<file path="config.mk">
export PLATFORM = sky130hd
export DESIGN_NAME = bus_cond_seq
export DESIGN_NICKNAME = d
export VERILOG_FILES = /design/src/rtl/bcs_pkg.sv /design/src/rtl/bcs_tick.sv /design/src/rtl/bcs_monitor.sv /design/src/rtl/bcs_fsm.sv /design/src/rtl/bus_cond_seq.sv
export SDC_FILE = /design/constraint.sdc
export NUM_CORES = 1
export LEC_CHECK = 0
export ABC_CLOCK_PERIOD_IN_PS = 2200
export BUFFER_PORTS_ARGS = -buffer_cell sky130_fd_sc_hd__buf_2
export CORE_MARGIN = 2
export CORE_UTILIZATION = 50
export DETAILED_ROUTE_END_ITERATION = 8
export GPL_TIMING_DRIVEN = 0
export PLACE_DENSITY_LB_ADDON = 0.05
export SLEW_MARGIN = 25
export SYNTH_ARGS = -nofsm -noshare
export SYNTH_HDL_FRONTEND = slang
export SYNTH_SLANG_ARGS = --single-unit
</file>
<file path="constraint.sdc">
create_clock -name clk -period 2.2 [get_ports clk]
set_input_delay 0.22 -clock clk [delete_from_list [all_inputs] [get_ports clk]]
set_output_delay 0.22 -clock clk [all_outputs]
set_load 0.005 [all_outputs]
</file>
<file path="src/rtl/bcs_pkg.sv">
// Shared types for the bus condition sequencer.
package bcs_pkg;

    // Sequencer states. The comments give the line drive as SCL/SDA
    // (L = pulled low, R = released).
    typedef enum logic [3:0] {
        S_IDLE    = 4'd0,  // R/R, no bus ownership
        S_QUEUE   = 4'd1,  // R/R, start pending, bus owned by someone else
        S_GAP     = 4'd2,  // R/R, bus free time before a start
        S_STA_HI  = 4'd3,  // R/L, start condition: SDA low with SCL high
        S_HOLD    = 4'd4,  // L/L, master phase, SCL held low
        S_STP_SCL = 4'd5,  // R/L, stop step 1: SCL high, SDA still low
        S_STP_SDA = 4'd6,  // R/R, stop step 2: wait for the stop on the lines
        S_RS_SDA  = 4'd7,  // L/R, repeated start step 1: SDA released
        S_RS_SCL  = 4'd8   // R/R, repeated start step 2: SCL released
    } seq_state_e;

endpackage

</file>
<file path="src/rtl/bcs_tick.sv">
// Half-period timer for the bus condition sequencer.
// It counts clock cycles and raises 'tick' in the HALF_DIV-th cycle after
// the last clear. 'clr' restarts the count from zero.
// Assumes HALF_DIV >= 1. With HALF_DIV == 1 every cycle is a tick.
module bcs_tick #(
    parameter int HALF_DIV = 125
) (
    input  logic clk,
    input  logic rst_n,
    input  logic clr,
    output logic tick
);

    localparam int CNT_W = (HALF_DIV > 1) ? $clog2(HALF_DIV) : 1;

    generate
        if (HALF_DIV == 1) begin : g_every
            assign tick = 1'b1;
        end else begin : g_count
            localparam logic [CNT_W-1:0] LAST = CNT_W'(HALF_DIV - 1);
            logic [CNT_W-1:0] cnt_q;

            // Count up to LAST and wrap. A clear forces the next value to zero.
            always_ff @(posedge clk) begin
                if (!rst_n) begin
                    cnt_q <= '0;
                end else if (clr || cnt_q == LAST) begin
                    cnt_q <= '0;
                end else begin
                    cnt_q <= cnt_q + 1'b1;
                end
            end

            assign tick = (cnt_q == LAST);
        end
    endgenerate

endmodule

</file>
<file path="src/rtl/bcs_monitor.sv">
// Bus condition monitor.
// It detects START (SDA falls while SCL stays high) and STOP (SDA rises
// while SCL stays high) from line samples, and keeps a busy flag that runs
// from a START to the next STOP.
// Assumes scl_i and sda_i are already synchronised to clk. While 'enable'
// is low the lines are ignored and the busy flag is cleared.
module bcs_monitor (
    input  logic clk,
    input  logic rst_n,
    input  logic enable,
    input  logic scl_i,
    input  logic sda_i,
    output logic start_p,
    output logic stop_p,
    output logic busy
);

    logic scl_prev;
    logic sda_prev;
    logic busy_q;

    // Compare the present line levels with the previous sample.
    always_comb begin
        start_p = enable & scl_i & scl_prev & sda_prev & ~sda_i;
        stop_p  = enable & scl_i & scl_prev & ~sda_prev & sda_i;
    end

    // Keep the previous sample and the busy flag. Disabled means idle lines.
    always_ff @(posedge clk) begin
        if (!rst_n || !enable) begin
            scl_prev <= 1'b1;
            sda_prev <= 1'b1;
            busy_q   <= 1'b0;
        end else begin
            scl_prev <= scl_i;
            sda_prev <= sda_i;
            if (start_p) begin
                busy_q <= 1'b1;
            end else if (stop_p) begin
                busy_q <= 1'b0;
            end
        end
    end

    assign busy = busy_q;

endmodule

</file>
<file path="src/rtl/bcs_fsm.sv">
// Condition sequencer state machine.
// It holds the start and stop request bits and steps through the line
// sequences for START, repeated START and STOP, one half-period per step.
// It asks the timer for a restart on every state change, during an SI
// stretch, and while a released SCL still reads low.
// Assumes 'tick' comes from a timer cleared by 'tick_clr', and 'busy' and
// 'stop_p' come from the bus monitor.
module bcs_fsm
    import bcs_pkg::*;
(
    input  logic clk,
    input  logic rst_n,
    input  logic enable,
    input  logic tick,
    input  logic busy,
    input  logic stop_p,
    input  logic sta_set,
    input  logic sta_clr,
    input  logic sto_set,
    input  logic byte_done,
    input  logic si,
    input  logic scl_i,
    output logic scl_drv,
    output logic sda_drv,
    output logic master,
    output logic sta_q,
    output logic sto_q,
    output logic tick_clr
);

    seq_state_e state_q;
    seq_state_e state_d;
    logic       bytes_q;
    logic       sto_done;
    logic       hw_sta_clr;
    logic       not_master_st;

    // Next-state decision for the condition sequences.
    always_comb begin
        state_d  = state_q;
        sto_done = 1'b0;
        unique case (state_q)
            S_IDLE: begin
                if (sta_q) state_d = busy ? S_QUEUE : S_GAP;
            end
            S_QUEUE: begin
                if (!sta_q)     state_d = S_IDLE;
                else if (!busy) state_d = S_GAP;
            end
            S_GAP: begin
                if (!sta_q)     state_d = S_IDLE;
                else if (busy)  state_d = S_QUEUE;
                else if (tick)  state_d = S_STA_HI;
            end
            S_STA_HI: begin
                if (tick) state_d = S_HOLD;
            end
            S_HOLD: begin
                if (tick && !si) begin
                    if (sto_q)                 state_d = S_STP_SCL;
                    else if (sta_q && bytes_q) state_d = S_RS_SDA;
                end
            end
            S_STP_SCL: begin
                if (tick && scl_i) state_d = S_STP_SDA;
            end
            S_STP_SDA: begin
                if (stop_p) begin
                    sto_done = 1'b1;
                    state_d  = sta_q ? S_GAP : S_IDLE;
                end
            end
            S_RS_SDA: begin
                if (tick && !si) state_d = S_RS_SCL;
            end
            S_RS_SCL: begin
                if (tick && scl_i) state_d = S_STA_HI;
            end
            default: state_d = S_IDLE;
        endcase
        if (!enable) state_d = S_IDLE;
    end

    // Derived strobes: start bit clear, timer restart, non-owning states.
    always_comb begin
        hw_sta_clr    = (state_d == S_STA_HI) && (state_q != S_STA_HI);
        not_master_st = (state_q == S_IDLE) || (state_q == S_QUEUE) ||
                        (state_q == S_GAP);
        tick_clr      = (state_d != state_q) ||
                        (si && (state_q == S_HOLD || state_q == S_RS_SDA)) ||
                        (!scl_i && (state_q == S_STP_SCL || state_q == S_RS_SCL));
    end

    // State register.
    always_ff @(posedge clk) begin
        if (!rst_n) state_q <= S_IDLE;
        else        state_q <= state_d;
    end

    // Start request bit: software clear wins, then set, then hardware clear.
    always_ff @(posedge clk) begin
        if (!rst_n)          sta_q <= 1'b0;
        else if (sta_clr)    sta_q <= 1'b0;
        else if (sta_set)    sta_q <= 1'b1;
        else if (hw_sta_clr) sta_q <= 1'b0;
    end

    // Stop request bit: held at zero when disabled, cleared by a seen stop
    // or, outside master states, right away as an internal stop.
    always_ff @(posedge clk) begin
        if (!rst_n || !enable)             sto_q <= 1'b0;
        else if (sto_set)                  sto_q <= 1'b1;
        else if (sto_done || not_master_st) sto_q <= 1'b0;
    end

    // Byte seen during the current master phase; reset on leaving it.
    always_ff @(posedge clk) begin
        if (!rst_n) bytes_q <= 1'b0;
        else        bytes_q <= (state_q == S_HOLD && state_d == S_HOLD) ?
                               (bytes_q | byte_done) : 1'b0;
    end

    // Line drive and ownership decode, all gated by enable.
    always_comb begin
        scl_drv = enable && (state_q == S_HOLD || state_q == S_RS_SDA);
        sda_drv = enable && (state_q == S_STA_HI || state_q == S_HOLD ||
                             state_q == S_STP_SCL);
        master  = enable && !not_master_st;
    end

endmodule

</file>
<file path="src/rtl/bus_cond_seq.sv">
// Top of the I2C master bus condition sequencer.
// It joins the half-period timer, the bus monitor and the sequencer state
// machine. Outputs are open-drain enables: 1 pulls the line low.
// Assumes scl_i/sda_i are synchronised and request inputs are one-cycle pulses.
module bus_cond_seq #(
    parameter int HALF_DIV = 125
) (
    input  logic clk,
    input  logic rst_n,
    input  logic enable,
    input  logic sta_set,
    input  logic sta_clr,
    input  logic sto_set,
    input  logic byte_done,
    input  logic si,
    input  logic scl_i,
    input  logic sda_i,
    output logic scl_oe,
    output logic sda_oe,
    output logic sta_bit,
    output logic sto_bit,
    output logic bus_busy,
    output logic master
);

    logic tick;
    logic tick_clr;
    logic start_p;
    logic stop_p;
    logic busy;
    logic sto_q;

    bcs_tick #(.HALF_DIV(HALF_DIV)) u_tick (
        .clk   (clk),
        .rst_n (rst_n),
        .clr   (tick_clr),
        .tick  (tick)
    );

    bcs_monitor u_mon (
        .clk     (clk),
        .rst_n   (rst_n),
        .enable  (enable),
        .scl_i   (scl_i),
        .sda_i   (sda_i),
        .start_p (start_p),
        .stop_p  (stop_p),
        .busy    (busy)
    );

    bcs_fsm u_fsm (
        .clk       (clk),
        .rst_n     (rst_n),
        .enable    (enable),
        .tick      (tick),
        .busy      (busy),
        .stop_p    (stop_p),
        .sta_set   (sta_set),
        .sta_clr   (sta_clr),
        .sto_set   (sto_set),
        .byte_done (byte_done),
        .si        (si),
        .scl_i     (scl_i),
        .scl_drv   (scl_oe),
        .sda_drv   (sda_oe),
        .master    (master),
        .sta_q     (sta_bit),
        .sto_q     (sto_q),
        .tick_clr  (tick_clr)
    );

    // The stop bit reads as zero at once when the block is disabled.
    always_comb begin
        sto_bit  = enable & sto_q;
        bus_busy = busy;
    end

endmodule

</file>
==> impl_metrics.csv <==
group,metric,value,unit
placed_design,dp_worst_setup_slack,0.0277,ns
cells_and_area,layout.core_utilization,58.8,%
placed_design,gp_congestion,0.978,
sta,number_of_failing_hold_endpoints_at_the_final_stage,0,
worst_hold_path,timing.hold.worst_path_depth,3,
global_routing,grt.overflow.total,0,
global_routing,gr-usage-all-layers,23.9,%
cts,clkSlewWorstSetupHoldPaths,0.10,ns
synth,synthDistinctLibCells,50,
cts,ctsRootBufferMaster,"clkbuf_4",
sta,worst_pin_slew,0.413,ns
sta,slew_headroom,72.5,%
critical_path,timing.reg2reg.setup_slack,0.11,ns
critical_path,critPathArrivalTime,2.30,ns
die,chipWidth,53.8,µm
status,result_of_the_run,"finished, final reports clean",
global_routing,global_route_wire_length_before_repair,4970,µm
die,fp.dieH,53.8,µm
synth,synth-async-reset-ratio,0,%
critical_path,crit-reg2reg-capture,"u_tick.g_count.cnt_q[2]",
critical_path,worst-setup-path-type,"reg -> reg",
run,maxCapViolations,0,
routing,drtAntennaViolNets,0,
cts,cts.htree.levels,1,
synth,synth-warning-count,0,
power,power_density,405,nW/µm²
sta,report.final.slew_viol_count,0,
critical_path,startpoint_type,"register",
cells_and_area,top_library_cells_by_usage_in_the_layout_fill_and_taps_aside,"buf_2, dfxtp_1, nand2_1, a21oi_1, nor2_1",
global_routing,initial_antenna_violation_count,0,
cells_and_area,final_common_cell,"buf_2",
placed_design,total_half_perimeter_wirelength_after_legalization_and_detailed_placement,2350,µm
synth,yosys_register_bits,17,
power,peakVddDrop,0.499,mV
cells_and_area,drive_above_1_share,28.7,%
synth,synth-seq-area-share,27.4,%
synth,synthFlopType,"dfxtp_1",
synth,postSynthNetCount,156,
synth,synth_enable_flop_cells,0,
die,floorplan.rows,18,
critical_path,cp_capture_type,"register",
cells_and_area,antenna_cells,0,
worst_hold_path,hold_path.class,"in -> reg",
synth,syn_avg_cell_area,8.62,µm²
placed_design,numPortBuffers,14,
routing,number_of_search_and_repair_iterations_in_the_first_detailed_routing_pass,6,
sta,clock.fmax,479,MHz
routing,routed-via-count,1166,
sta,finalWorstSetupSlack,0.112,ns
cts,cts-buffers-inserted,3,
critical_path,reg2reg_from,"u_tick.g_count.cnt_q[1]",
critical_path,timing.critical_path.to,"u_tick.g_count.cnt_q[2]",
sta,finClkSkew,0.00507,ns
routing,drc,0,
critical_path,ff2ff_path_depth,8,
critical_path,timing.critical_path.from,"u_tick.g_count.cnt_q[1]",
global_routing,first_global_vias,1035,
cts,max-clock-path-buffers,2,
sta,layout_worst_path_cycle_share,94.9,%
global_routing,grt_max_degree,11,
routing,initialDrtViolationCount,34,
critical_path,critical_path.max_fanout,7,
power,p_leak,0.522,nW
routing,routedWlPerCell,15.8,µm
synth,synth.cell_area,1240,µm²
sta,setup-violations-final,0,
cts,clock-sinks,17,
die,design.portCount,16,
cells_and_area,synthesis_to_layout_area_growth,14.2,%
critical_path,timing.critical_path.required,2.41,ns
die,initial_core_util,51.5,%
cts,insertion_delay,0.30,ns
die,die-area,2900,µm²
cells_and_area,final_nets,177,
synth,syn_inst,144,
die,core,2410,µm²
routing,route.final.wire_length,3060,µm
routing,via_per_inst,6.01,
sta,fin_crit,2.09,ns
cts,tritoncts,"built",
what timing repair did:
item	4_1_cts	5_1_grt
hold endpoints to repair	0	0
hold buffers	0	0
endpoints found under the setup margin	1	7
setup buffers	0	2
cloned	0	0
gates resized for setup	1	4
pin swaps	0	1
cell type report:
cell class / instances / area (µm²)
clock inverter: 1 / 5.00
buffer: 6 / 48.8
tap: 30 / 37.5
sequential: 17 / 342
fill: 252 / 992
inverter: 6 / 22.5
multi-input combinational: 115 / 855
clock buffer: 3 / 22.5
timing repair buffer: 16 / 85.1
power by group:
part / internal (mW) / switching (mW)
combinational: 0.0299 / 0.0408
sequential: 0.317 / 0.0120
clock: 0.0679 / 0.106
metal layers:
layer / global-route usage [%] / up-vias / routed length [µm]
met3: 3.61 / 6 / 209
met1: 32.4 / 544 / 1350
met5: 0 / - / 0
met2: 37.6 / 44 / 1460
met4: 9.40 / 0 / 44
li1: - / 572 / -
synthesized netlist by cell type (3+ instances only):
library cell   n  area share [%]
a21oi_1       10             4.0
a31oi_1        5             2.5
and2_1         4             2.0
buf_2          3             1.2
buf_6          3             2.7
dfxtp_1       17              27
inv_1          5             1.5
nand2_1       12             3.6
nand2b_1       5             2.5
nand3_1        6             2.4
nor2_1        10             3.0
nor3_1         5             2.0
nor4b_1        8             5.6
o21ai_0        3             1.2
or2_2          3             1.5
xor2_1         4             2.8
worst min-delay path by stage:
stage	to	startpoint
2_1_floorplan	u_mon.scl_prev	scl_i
3_3_place_gp	u_fsm.sto_q	sto_set
3_5_place_dp	u_fsm.sto_q	sto_set
4_1_cts	u_fsm.sto_q	sto_set
5_1_grt	u_mon.sda_prev	sda_i
6_report	u_fsm.sto_q	sto_set
cells by family after synthesis:
kind of cell | count (synthesis) | synth area share [%]
and+or+nand+nor | 71 | 35.3
AOI/OAI and AO/OA | 35 | 23.0
DFF | 17 | 27.4
buffers and inverters | 12 | 5.75
xor gates and xnor gates | 6 | 5.75
adders and majority gates | 2 | 2.02
muxes | 1 | 0.806
state kept, by name, summed over array words and instances (netlist names):
register / cells
u_fsm.bytes_q: 1
u_fsm.sta_q: 1
u_fsm.state_q: 4
u_fsm.sto_q: 1
u_mon.busy: 1
u_mon.scl_prev: 1
u_mon.sda_prev: 1
u_tick.g_count.cnt_q: 7
through the flow:
stage,hold slack (ns),cells,setup TNS (ns),cell area [µm²],power (mW)
floorplan,0.327,144,0,1240,0.378
global placement,0.427,188,0,1350,0.402
detailed placement,0.441,188,0,1350,0.405
CTS,0.128,192,0,1380,0.576
global route,0.153,194,-0.0315,1420,0.609
finish,0.122,194,0,1420,0.575
critical path, stage by stage (launching register included):
cell      delay [ns]
dfxtp_1         0.41
inv_1           0.07
ha_1            0.19
nand2_1         0.19
nor2_4          0.11
a211oi_4        0.33
a211oi_1        0.14
a41oi_2         0.30
nor4b_1         0.26
(Power assumes the default switching activity.)
